==> src/rtl/dqc_pkg.sv <==
`timescale 1ns/1ps
package dqc_pkg;
    localparam int DATA_W     = 32;
    localparam int FIFO_DEPTH = 16;
    localparam int BURST_MAX  = 8;
    localparam int THR_W      = 3;
    localparam int CTL_W      = 2 + THR_W;
    localparam int CNT_SAT    = 1 << ((1 << THR_W) - 1);

    typedef struct packed {
        logic [THR_W-1:0] thr;
        logic             flush;
        logic             burst_en;
    } ctl_t;

    typedef enum logic [0:0] {
        SEQ_IDLE  = 1'b0,
        SEQ_BURST = 1'b1
    } seq_state_e;

    function automatic ctl_t ctl_decode(input logic [CTL_W-1:0] w);
        ctl_t c;
        c.burst_en = w[0];
        c.flush    = w[1];
        c.thr      = w[CTL_W-1:2];
        return c;
    endfunction
endpackage

==> src/rtl/dqc_fifo.sv <==
`timescale 1ns/1ps
module dqc_fifo #(
    parameter int DW    = 32,
    parameter int DEPTH = 16,
    parameter int AW    = $clog2(DEPTH),
    parameter int CW    = $clog2(DEPTH + 1)
) (
    input  logic          clk,
    input  logic          rst,
    input  logic          push,
    input  logic [DW-1:0] wdata,
    input  logic          pop,
    output logic [DW-1:0] rdata,
    output logic [CW-1:0] count,
    output logic          full,
    output logic          empty
);
    logic [DW-1:0] mem [DEPTH];
    logic [AW-1:0] wr_ptr, rd_ptr;
    logic [CW-1:0] cnt_q;

    function automatic logic [AW-1:0] ptr_next(input logic [AW-1:0] p);
        return (p == AW'(DEPTH - 1)) ? '0 : p + AW'(1);
    endfunction

    always_ff @(posedge clk) begin
        if (push) mem[wr_ptr] <= wdata;
    end

    always_ff @(posedge clk) begin
        if (rst) begin
            wr_ptr <= '0;
            rd_ptr <= '0;
            cnt_q  <= '0;
        end else begin
            if (push) wr_ptr <= ptr_next(wr_ptr);
            if (pop)  rd_ptr <= ptr_next(rd_ptr);
            case ({push, pop})
                2'b10:   cnt_q <= cnt_q + CW'(1);
                2'b01:   cnt_q <= cnt_q - CW'(1);
                default: cnt_q <= cnt_q;
            endcase
        end
    end

    assign rdata = mem[rd_ptr];
    assign count = cnt_q;
    assign full  = (cnt_q == CW'(DEPTH));
    assign empty = (cnt_q == '0);
endmodule

==> src/rtl/dqc_seq.sv <==
`timescale 1ns/1ps
module dqc_seq
    import dqc_pkg::*;
#(
    parameter int CW        = 5,
    parameter int BURST_MAX = 8,
    parameter int BW        = $clog2(BURST_MAX + 1)
) (
    input  logic          clk,
    input  logic          rst,
    input  logic          burst_en,
    input  logic          flush,
    input  logic [CW-1:0] count,
    input  logic          ack,
    output logic          req,
    output logic          burst,
    output logic          last
);
    seq_state_e    state_q, state_d;
    logic [BW-1:0] beat_q;
    logic          start;

    always_comb begin
        start   = burst_en && ((count >= CW'(BURST_MAX)) || (flush && (count != '0)));
        state_d = state_q;
        req     = 1'b0;
        burst   = 1'b0;
        last    = 1'b1;
        case (state_q)
            SEQ_IDLE: begin
                req = !burst_en && (count != '0);
                if (start) state_d = SEQ_BURST;
            end
            SEQ_BURST: begin
                req   = 1'b1;
                burst = 1'b1;
                last  = (beat_q == BW'(BURST_MAX - 1)) || (count == CW'(1));
                if (ack && last) state_d = SEQ_IDLE;
            end
            default: state_d = SEQ_IDLE;
        endcase
    end

    always_ff @(posedge clk) begin
        if (rst) begin
            state_q <= SEQ_IDLE;
            beat_q  <= '0;
        end else begin
            state_q <= state_d;
            if (state_q != SEQ_BURST)
                beat_q <= '0;
            else if (ack)
                beat_q <= beat_q + BW'(1);
        end
    end
endmodule

==> src/rtl/dqc_status.sv <==
`timescale 1ns/1ps
module dqc_status
    import dqc_pkg::*;
#(
    parameter int SAT   = 128,
    parameter int CNT_W = $clog2(SAT + 1)
) (
    input  logic             clk,
    input  logic             rst,
    input  logic             written,
    input  logic             clear,
    input  logic [THR_W-1:0] thr,
    output logic             flag
);
    logic [CNT_W-1:0] cnt_q, cnt_d, level;
    logic             flag_q;

    always_comb begin
        level = CNT_W'(1) << thr;
        if (clear)
            cnt_d = written ? CNT_W'(1) : '0;
        else if (written && (cnt_q != CNT_W'(SAT)))
            cnt_d = cnt_q + CNT_W'(1);
        else
            cnt_d = cnt_q;
    end

    always_ff @(posedge clk) begin
        if (rst) begin
            cnt_q  <= '0;
            flag_q <= 1'b0;
        end else begin
            cnt_q  <= cnt_d;
            flag_q <= (flag_q && !clear) || (cnt_d >= level);
        end
    end

    assign flag = flag_q;
endmodule

==> src/rtl/dqc_top.sv <==
`timescale 1ns/1ps
module dqc_top
    import dqc_pkg::*;
#(
    parameter int DATA_W     = dqc_pkg::DATA_W,
    parameter int FIFO_DEPTH = dqc_pkg::FIFO_DEPTH,
    parameter int BURST_MAX  = dqc_pkg::BURST_MAX,
    parameter int CNT_SAT    = dqc_pkg::CNT_SAT
) (
    input  logic              clk,
    input  logic              rst,
    input  logic              ctl_we,
    input  logic [CTL_W-1:0]  ctl_wdata,
    input  logic              sts_we,
    input  logic              sts_wdata,
    output logic              sts_flag,
    input  logic              desc_valid,
    output logic              desc_ready,
    input  logic [DATA_W-1:0] desc_data,
    output logic              mw_req,
    output logic              mw_burst,
    output logic              mw_last,
    output logic [DATA_W-1:0] mw_data,
    input  logic              mw_ack
);
    localparam int CW = $clog2(FIFO_DEPTH + 1);

    ctl_t          ctl_q;
    logic [CW-1:0] fifo_cnt;
    logic          fifo_full, fifo_empty;
    logic          push, pop;

    always_ff @(posedge clk) begin
        if (rst)         ctl_q <= '0;
        else if (ctl_we) ctl_q <= ctl_decode(ctl_wdata);
    end

    assign desc_ready = !fifo_full;
    assign push       = desc_valid && !fifo_full;
    assign pop        = mw_req && mw_ack;

    dqc_fifo #(.DW(DATA_W), .DEPTH(FIFO_DEPTH)) u_fifo (
        .clk   (clk),
        .rst   (rst),
        .push  (push),
        .wdata (desc_data),
        .pop   (pop),
        .rdata (mw_data),
        .count (fifo_cnt),
        .full  (fifo_full),
        .empty (fifo_empty)
    );

    dqc_seq #(.CW(CW), .BURST_MAX(BURST_MAX)) u_seq (
        .clk      (clk),
        .rst      (rst),
        .burst_en (ctl_q.burst_en),
        .flush    (ctl_q.flush && !fifo_empty),
        .count    (fifo_cnt),
        .ack      (mw_ack),
        .req      (mw_req),
        .burst    (mw_burst),
        .last     (mw_last)
    );

    dqc_status #(.SAT(CNT_SAT)) u_status (
        .clk     (clk),
        .rst     (rst),
        .written (pop),
        .clear   (sts_we && sts_wdata),
        .thr     (ctl_q.thr),
        .flag    (sts_flag)
    );
endmodule

==> config.mk <==
export PLATFORM = sky130hd
export DESIGN_NAME = dqc_top
export DESIGN_NICKNAME = d
export VERILOG_FILES = /design/src/rtl/dqc_pkg.sv /design/src/rtl/dqc_fifo.sv /design/src/rtl/dqc_seq.sv /design/src/rtl/dqc_status.sv /design/src/rtl/dqc_top.sv
export SDC_FILE = /design/constraint.sdc
export NUM_CORES = 1
export LEC_CHECK = 0
export ABC_AREA = 1
export BUFFER_PORTS_ARGS = -buffer_cell sky130_fd_sc_hd__buf_4
export CELL_PAD_IN_SITES_DETAIL_PLACEMENT = 1
export CELL_PAD_IN_SITES_GLOBAL_PLACEMENT = 2
export CORE_ASPECT_RATIO = 0.5
export CORE_MARGIN = 2
export CORE_UTILIZATION = 46
export CTS_CLUSTER_DIAMETER = 30
export DETAILED_ROUTE_END_ITERATION = 6
export GPL_TIMING_DRIVEN = 0
export MAX_ROUTING_LAYER = met4
export PLACE_DENSITY = 0.92
export SLEW_MARGIN = 25
export SYNTH_ARGS = -nofsm -noshare
export SYNTH_HDL_FRONTEND = slang
export SYNTH_SLANG_ARGS = --single-unit
==> constraint.sdc <==
create_clock -name clk -period 6.6 [get_ports clk]
set_input_delay 0.66 -clock clk [delete_from_list [all_inputs] [get_ports clk]]
set_output_delay 0.66 -clock clk [all_outputs]
set_load 0.03 [all_outputs]
## After elaboration in Yosys (flattened, before gate mapping)

Memory sizes are Yosys's and may differ from the RTL's. A register that Yosys moved wholly into a read port is not among the register bits.
Index checks and enable logic that the tools add are counted.

| word-level totals | value |
|---|---|
| register bits | 32 |
| latch bits | 0 |
| memory bits (writable) | 512 |
| bits in read-only memories | 0 |
| bits of input ports | 44 |
| output and inout port bits | 37 |
| word-level logic and storage cells | 66 |
| memories kept | 1 |

Memories:

| name | words | bits a word | read ports | clocked after Yosys merged registers in | write ports | RTL line | source |
|---|---|---|---|---|---|---|---|
| u_fifo.mem | 16 | 32 | 1 | 1 | 1 | dqc_fifo.sv:18 | `logic [DW-1:0] mem [DEPTH];` |

| operators by class | value |
|---|---|
| add/sub/neg operators | 6 |
| multiply operators | 0 |
| div/mod/pow operators | 0 |
| magnitude comparators | 2 |
| eq/ne operators | 8 |
| shift-type cells | 1 |
| multiplexer cells | 16 |
| bitwise gates (word level) | 1 |
| reduce and logical (&&, ||, !) cells | 21 |

Operators by type and width:

| operator | number |
|---|---|
| 4-bit 2-to-1 mux | 4 |
| 8-bit 2-to-1 mux | 2 |
| 4-bit by 1-bit adder with 4-bit output (second input constant) | 3 |
| 1-bit logical AND | 10 |
| 5-bit one-hot mux with 2 select lines | 1 |
| 8-bit by 1-bit adder with 8-bit output (second input constant) | 1 |
| 4-bit equality test (second input constant) | 2 |
| 8-bit greater-or-equal comparator | 1 |
| 8-bit inequality test (second input constant) | 1 |
| 1-bit by 3-bit left shift with 8-bit output (first input constant) | 1 |
| 1-bit 2-to-1 mux | 7 |
| 5-bit by 1-bit adder with 5-bit output (second input constant) | 1 |
| 5-bit by 1-bit equality test with 1-bit output (second input constant) | 1 |
| 5-bit equality test (second input constant) | 1 |
| 5-bit by 4-bit greater-or-equal comparator with 1-bit output (second input constant) | 1 |
| 5-bit logical NOT | 1 |
| 5-bit nonzero test | 1 |
| 5-bit by 1-bit subtractor with 5-bit output (second input constant) | 1 |
| 4-bit by 3-bit equality test with 1-bit output (second input constant) | 1 |
| 1-bit logical NOT | 4 |
| 1-bit one-hot mux with 2 select lines | 2 |
| 1-bit logical OR | 3 |
| 2-bit by 1-bit equality test with 1-bit output (second input constant) | 1 |
| 2-bit equality test (second input constant) | 1 |
| 3 further kinds | 3 |

## Longest topological paths before layout

Gate-level depths: netlist of run 1.

| depth | value |
|---|---|
| depth in word-level cells | 9 |
| depth in mapped cells | 17 |
| mapped depth without buffers | 17 |

## Hierarchy

From an unflattened synthesis of run 1, not the netlist that was laid out.

| unflattened totals | value |
|---|---|
| cell total of the unflattened synthesis | 1968 |
| area, all modules | 23199.8 um^2 |

Modules (own cells, without submodules):

| module | instances | cells an instance | area an instance (um^2) | seq. area each (um^2) |
|---|---|---|---|---|
| dqc_fifo | 1 | 1747 | 21829.7 | 15715.1 |
| dqc_status | 1 | 138 | 838.3 | 180.2 |
| dqc_seq | 1 | 42 | 289.0 | 100.1 |
| dqc_top | 1 | 41 | 242.7 | 100.1 |

## Worst setup path after synthesis of run 1

No wires, ideal clock.

| timing path | value |
|---|---|
| path kind | flip-flop to flip-flop |
| from | reg u_fifo.cnt_q[0] (netlist: u_fifo.count[0]) |
| to | mem u_fifo.mem[0][0] (enable) |
| setup time | 421 ps |
| data arrival time | 2727 ps |
| required time | 6179 ps |
| path slack | 3452 ps |
| stages on the path, launching flop included | 10 |
| path buffers | 0 |
| clock period less this slack | 3148 ps |
| path through | dfxtp_1 > inv_1 > ha_1 > inv_1 > nor3_1 > nand2_1 > nand2_2 > inv_2 > nand2_1 > nor2_1 |

| on the way | value |
|---|---|
| word-level cells in the longest chain between the ends | 5 |

RTL lines:

| item | RTL line | source |
|---|---|---|
| start: declaration | dqc_fifo.sv:20 | `logic [CW-1:0] cnt_q;` |
| start signal: assignment | dqc_fifo.sv:39 | `2'b10: cnt_q <= cnt_q + CW'(1);` |
| start signal: assignment | dqc_fifo.sv:40 | `2'b01: cnt_q <= cnt_q - CW'(1);` |
| start signal: assignment | dqc_fifo.sv:41 | `default: cnt_q <= cnt_q;` |
| 5-bit equality test | dqc_fifo.sv:48 | `assign full = (cnt_q == CW'(DEPTH));` |
| 1-bit logical NOT | - |  |
| net desc_ready | dqc_top.sv:18 | `output logic desc_ready,` |
| 1-bit logical AND | dqc_top.sv:39 | `assign push = desc_valid && !fifo_full;` |
| 1-bit 2-to-1 mux | dqc_fifo.sv:27 | `if (push) mem[wr_ptr] <= wdata;` |
| 1-bit 2-to-1 mux (not written as such) | dqc_fifo.sv:27 |  |
| end: declaration | dqc_fifo.sv:18 |  |

The timed path passes the listed nets, and every way through them passes these cells.

==> impl_metrics.ini, run 1 <==
[status]
outcome = finished, final reports clean

[final_layout]
final_area_mm2 = 0.0279
regArea_mm2 = 0.0161
fin_nets = 2181
fillers = 4951
antenna_cells = 0
area_delta_synth_final_pct = 20.8
stdcell_count = 2827
drive_above_1_share_pct = 16.0
final_common_cell = edfxtp_1
layout_common_cells = 512 x edfxtp_1, 303 x inv_1, 224 x nand2_1
multiInputGateArea_mm2 = 0.00520

[setup_path]
path_common_cell = nand3_1
crit_chain = buf_2, clkbuf_1, o211ai_1, nand3_1, nand3_1, nand2_1, buf_4
cp_top_family = buffers and inverters
worst_path_max_delay_cell = clkbuf_1
crit-reg2reg-launch = u_fifo.count[0]
worstSetupPathDepth = 7
crit_buf_inv = 3
rr_endpoint = u_fifo.mem[6][10]
cp-start-kind = flip-flop
worstSetupPathType = flip-flop to output pin
cp.required_ns = 5.94
max_stage_delay_ns = 0.79
crit_fanout = 10
cp-endpoint = mw_data[6]
reg2reg_depth = 10
critPathCaptureType = output pin
cp_data_arrival_time_ns = 3.34
r2r_slack_ns = 3.70

[timing]
period_needed_ns = 4.00
fmax_mhz = 250
worstMarginPinSlew_ns = 1.06
skew_ns = 0.0220
finalSetupViolations = 0
slew_violations = 0
fin_crit_sh_pct = 60.6
hold_viol_final = 0
fin_setup_tns_ns = 0
relSlewSlack_pct = 29.2
rsz0062_at_grt = false

[synthesis]
synthCells = 1929
synth_top_area_share_pct = 66.6
yosysUniqueCellTypes = 33
synthArstFlopShare_pct = 0
synth_top_cell_by_area = edfxtp_1
netlist_area_mm2 = 0.0231
post_synth.cell_area_avg_um2 = 12.0
yosys_most_used_dff = edfxtp_1
synth_edf_count = 512
ys_warn_count = 0
synth_area_leaders = edfxtp_1 67%, inv_1 4.9%, nand3_1 4.7%
synth_seq_area_share_pct = 69.7
synth_fp_nets = 1994
ys_seq_elements = 548

[clocking]
clockBufferDepth = 3
ctsHoldBuffers = 0
cts.sink_count = 548
clockRootBuffer = clkbuf_16
cts_tree = done
cts_max_level = 3
cts_setup_buffers = 0
cts-buffers-inserted = 76
ctsResizeCount = 0
clock_latency_ns = 0.60
path_clk_slew_ns = 0.05

[routing]
postRouteAntennaNets = 0
drt_iter0_drc = 2509
wirelength_mm = 80.4
via_per_inst = 6.15
routedWlPerCell_um = 28.4
drc_errors = 0
first_pass_iters = 5
dr_total_vias = 17375

[floorplanning]
fp.dieW_um = 321
start_util_pct = 47.0
design.core.area_mm2 = 0.0491
io_pins = 81
num_rows = 57
die_y_um = 162
die_area_mm2 = 0.0521

[placement]
hpwl_mm = 49.2
place_congestion = 0.821
io_buffers = 80
dpl-instance-area_mm2 = 0.0253
place_inst = 2687

[run]
drv_cap = 0

[global_route]
met1_usage_pct = 40.8
grt_pass1_vias = 18198
grt_usage_pct = 31.9
use_met2_pct = 50.3
busiest_layer = met2
grtUsageMet3_pct = 6.55
grt_overflow = 0
grt_pass1_wl_mm = 118
antenna_found_initial = 0
grt_max_degree = 19

[pwr]
power_density_mw_per_mm2 = 361
leakagePower_nw = 10.3
ir_drop_uv = 195

[min_path]
hp-class = input pin to flip-flop
[final cells by class]
class	count	share of cell area [%]
Clock inverter	59	2.09
Timing Repair Buffer	109	4.70
Sequential cell	548	57.7
Tap cell	649	2.91
Clock buffer	81	7.11
Multi-Input combinational cell	966	18.6
Inverter	307	4.13
Buffer	108	2.70
[state kept, by name, summed over array words and instances, names as in the netlist, named ones only]
signal,flops
ctl_q,5
u_fifo.count,5
u_fifo.mem,512
u_fifo.rd_ptr,4
u_fifo.wr_ptr,4
u_seq.beat_q,4
u_seq.state_q,1
u_status.cnt_q,8
u_status.flag,1
[stage by stage]
step	util [%]	hold WS, ns	worst slack (ns)	power [mW]
after floorplan	-	0.428	3.45	5.12
after global placement	49.9	0.451	1.42	5.79
after detailed placement	51.6	0.469	3.61	5.89
after CTS	56.8	0.266	2.78	10.0
after global routing	56.8	0.279	2.65	10.3
final	56.8	0.286	2.60	10.1
[power by group]
| part | internal [mW] | total [mW] | switching (mW) | leakage [nW] |
|---|---|---|---|---|
| sequential | 3.88 | 3.92 | 0.0437 | 4.92 |
| clock | 2.44 | 4.16 | 1.72 | 1.23 |
| combinational | 0.610 | 1.99 | 1.38 | 4.13 |
| total | 6.92 | 10.1 | 3.15 | 10.3 |
[layer usage]
metal,up-vias,share of wire [%]
li1,7202,-
met1,8705,38
met2,1220,47
met3,248,11
met4,0,4.2
met5,-,0
[synthesized netlist by cell type, types with 20 or more instances]
cell / count
a21oi_1: 138
buf_2: 20
buf_6: 35
clkbuf_1: 26
dfxtp_1: 36
edfxtp_1: 512
ha_1: 21
inv_1: 303
nand2_1: 224
nand3_1: 215
nor2_1: 50
o211ai_1: 129
o21ai_0: 80
o21ai_1: 66
[logic make-up (layout without fill, tap and decap cells)]
logic type	count (synthesis)	in the layout	synth area share, %
simple gates	509	509	9.69
flops	548	548	69.7
xor+xnor	6	6	0.228
compound gates	430	430	11.0
buf+inv	415	664	8.26
fa+ha+maj	21	21	1.14
[tightest hold or removal path, stage by stage]
cell and delay, ns:
buf_4 0.08, nor2_1 0.03, nor2_1 0.08
[how the worst min path moves through the flow]
stage                             from       end  cells past startpoint
after floorplan               ctl_q[1]  ctl_q[1]                      2
after global placement        ctl_q[1]  ctl_q[1]                      2
after detailed placement      ctl_q[1]  ctl_q[1]                      2
after CTS                 ctl_wdata[0]  ctl_q[0]                      3
after global routing      ctl_wdata[0]  ctl_q[0]                      3
final                     ctl_wdata[0]  ctl_q[0]                      3
Power figures use the tool's default switching activity.
==> inputs of run 2 (changes only) <==
Settings changed: CORE_UTILIZATION 46 to 43, PLACE_DENSITY 0.92 to 0.87.
Clock period 6.6 ns to 4.15 ns, I/O delays scaled along.
==> impl_metrics.ini, run 2 (same netlist as run 1, synthesis figures left out) <==
[status]
outcome = finished, final reports clean

[pwr]
leakagePower_nw = 10.4
ir_drop_uv = 318
power_density_mw_per_mm2 = 583
seqPwrFrac_pct = 37.8
p_clk_share_pct = 43.3
p_int_mw = 11.4
power_frac_comb_pct = 18.9
power.share.switching_pct = 30.9
finalPower_mw = 16.5
p_switching_mw = 5.09

[placement]
io_buffers = 80
dpl-instance-area_mm2 = 0.0254
hpwl_mm = 49.2
place_congestion = 0.803

[global_route]
grt_usage_pct = 28.8
grt_pass1_wl_mm = 115
grt_overflow = 0
antenna_found_initial = 0
grt_pass1_vias = 17945
grt_max_degree = 18

[floorplanning]
design.core.area_mm2 = 0.0525
start_util_pct = 44.0
die_y_um = 168
num_rows = 59
die_area_mm2 = 0.0557
fp.dieW_um = 332
io_pins = 81

[setup_path]
crit-reg2reg-launch = u_fifo.count[0]
rr_endpoint = u_fifo.mem[14][24]
cp_data_arrival_time_ns = 3.11
cp.required_ns = 3.73
r2r_slack_ns = 1.28
critPathCaptureType = output pin
cp-start-kind = flip-flop
reg2reg_depth = 11
crit_fanout = 10
worstSetupPathType = flip-flop to output pin

[min_path]
hold_start = ctl_wdata[0]
hp-class = input pin to flip-flop
min_to = ctl_q[0]
hold_depth = 3

[timing]
rsz0062_at_grt = false
finalSetupViolations = 0
slew_violations = 0
hold_viol_final = 0
worstMarginPinSlew_ns = 1.17
fin_crit_sh_pct = 85.0
fmax_mhz = 283
whs_ns = 0.0283
skew_ns = 0.0315
fin_setup_tns_ns = 0
period_needed_ns = 3.53
relSlewSlack_pct = 22.0

[final_layout]
drive_above_1_share_pct = 16.6
final_common_cell = edfxtp_1
final_area_mm2 = 0.0283
top_register = u_fifo.mem
fillers = 5309
layout_common_cells = 512 x edfxtp_1, 303 x inv_1, 224 x nand2_1
area_delta_synth_final_pct = 22.5
fin_nets = 2189
reg_top3 = u_fifo.mem x512, u_status.cnt_q x8
postLayoutCoreUtil_pct = 53.9
largest_reg_flops = 512
antenna_cells = 0

[clocking]
cts.sink_count = 548
cts_max_level = 3
clock_latency_ns = 0.62
cts-buffers-inserted = 83
clockBufferDepth = 3
path_clk_slew_ns = 0.06
ctsResizeCount = 0
ctsHoldBuffers = 0
clockRootBuffer = clkbuf_16
cts_tree = done
cts_setup_buffers = 0

[routing]
wirelength_mm = 77.9
dr_total_vias = 16902
postRouteAntennaNets = 0
drc_errors = 0
via_per_inst = 5.84
routedWlPerCell_um = 26.9
drt_iter0_drc = 1843
first_pass_iters = 5

[run]
drv_cap = 0
run 2: changes by cell type in the layout (fill, tap and decap cells not counted), moves of 2 or more:
| cell | before | now |
|---|---|---|
| clkbuf_1 | 28 | 30 |
| buf_12 | 10 | 7 |
| bufinv_16 | 5 | 7 |
| clkinv_4 | 13 | 11 |
| clkinv_1 | 7 | 4 |
| clkbuf_16 | 79 | 84 |
| buf_16 | 18 | 22 |
| inv_6 | 12 | 19 |
run 2: area by class of cell:
cell class	count	area (um2)	share of cell area, %
clock buffer	88	2120	7.48
clock inverter	65	727	2.57
inverter	307	1150	4.07
timing repair buffer	110	1360	4.81
sequential	548	16100	56.9
tap	701	877	3.10
multi-input combinational	966	5200	18.4
buffer	108	754	2.67
run 2: how the worst max path moves through the flow:
stage,from,to,depth (start not counted)
after detailed placement,u_fifo.count[0],u_fifo.mem[14][19],11
after global placement,u_fifo.count[0],u_fifo.mem[11][20],9
after floorplan,u_fifo.count[0],u_fifo.mem[0][0],9
after CTS,flip-flop,mw_data[5],7
after global routing,flip-flop,mw_data[5],7
final,flip-flop,mw_data[5],7
run 2: critical path, cell delays in order (launching register included):
cell,delay (ns)
dfxtp_1,0.44
buf_2,0.38
clkbuf_1,0.73
o211ai_1,0.26
nand3_1,0.20
nand3_1,0.11
nand2_1,0.18
buf_4,0.19
run 2: layer usage:
metal | up-vias | share of wire [%] | global-route usage, %
met3 | 169 | 9.0 | 6.65
met2 | 876 | 47 | 46.2
li1 | 7224 | - | -
met4 | 0 | 3.3 | 10.6
met5 | - | 0 | -
met1 | 8633 | 40 | 36.1
run 2: power groups by stage:
| stage | clock (mW) | combinational (mW) | sequential (mW) |
|---|---|---|---|
| 6_report | 7.15 | 3.12 | 6.23 |
| 3_3_place_gp | 0 | 2.88 | 6.34 |
| 3_5_place_dp | 0 | 3.03 | 6.34 |
| 4_1_cts | 7.18 | 3.09 | 6.23 |
| 5_1_grt | 7.41 | 3.32 | 6.24 |
| 2_1_floorplan | 0 | 1.81 | 6.34 |
run 2: through the flow:
stage | setup WS, ns | std cells
6_report | 0.621 | 2893
5_1_grt | 0.564 | 2893
4_1_cts | 0.673 | 2893
3_5_place_dp | 1.31 | 2740
3_3_place_gp | -1.08 | 2710
2_1_floorplan | 1.00 | 1929
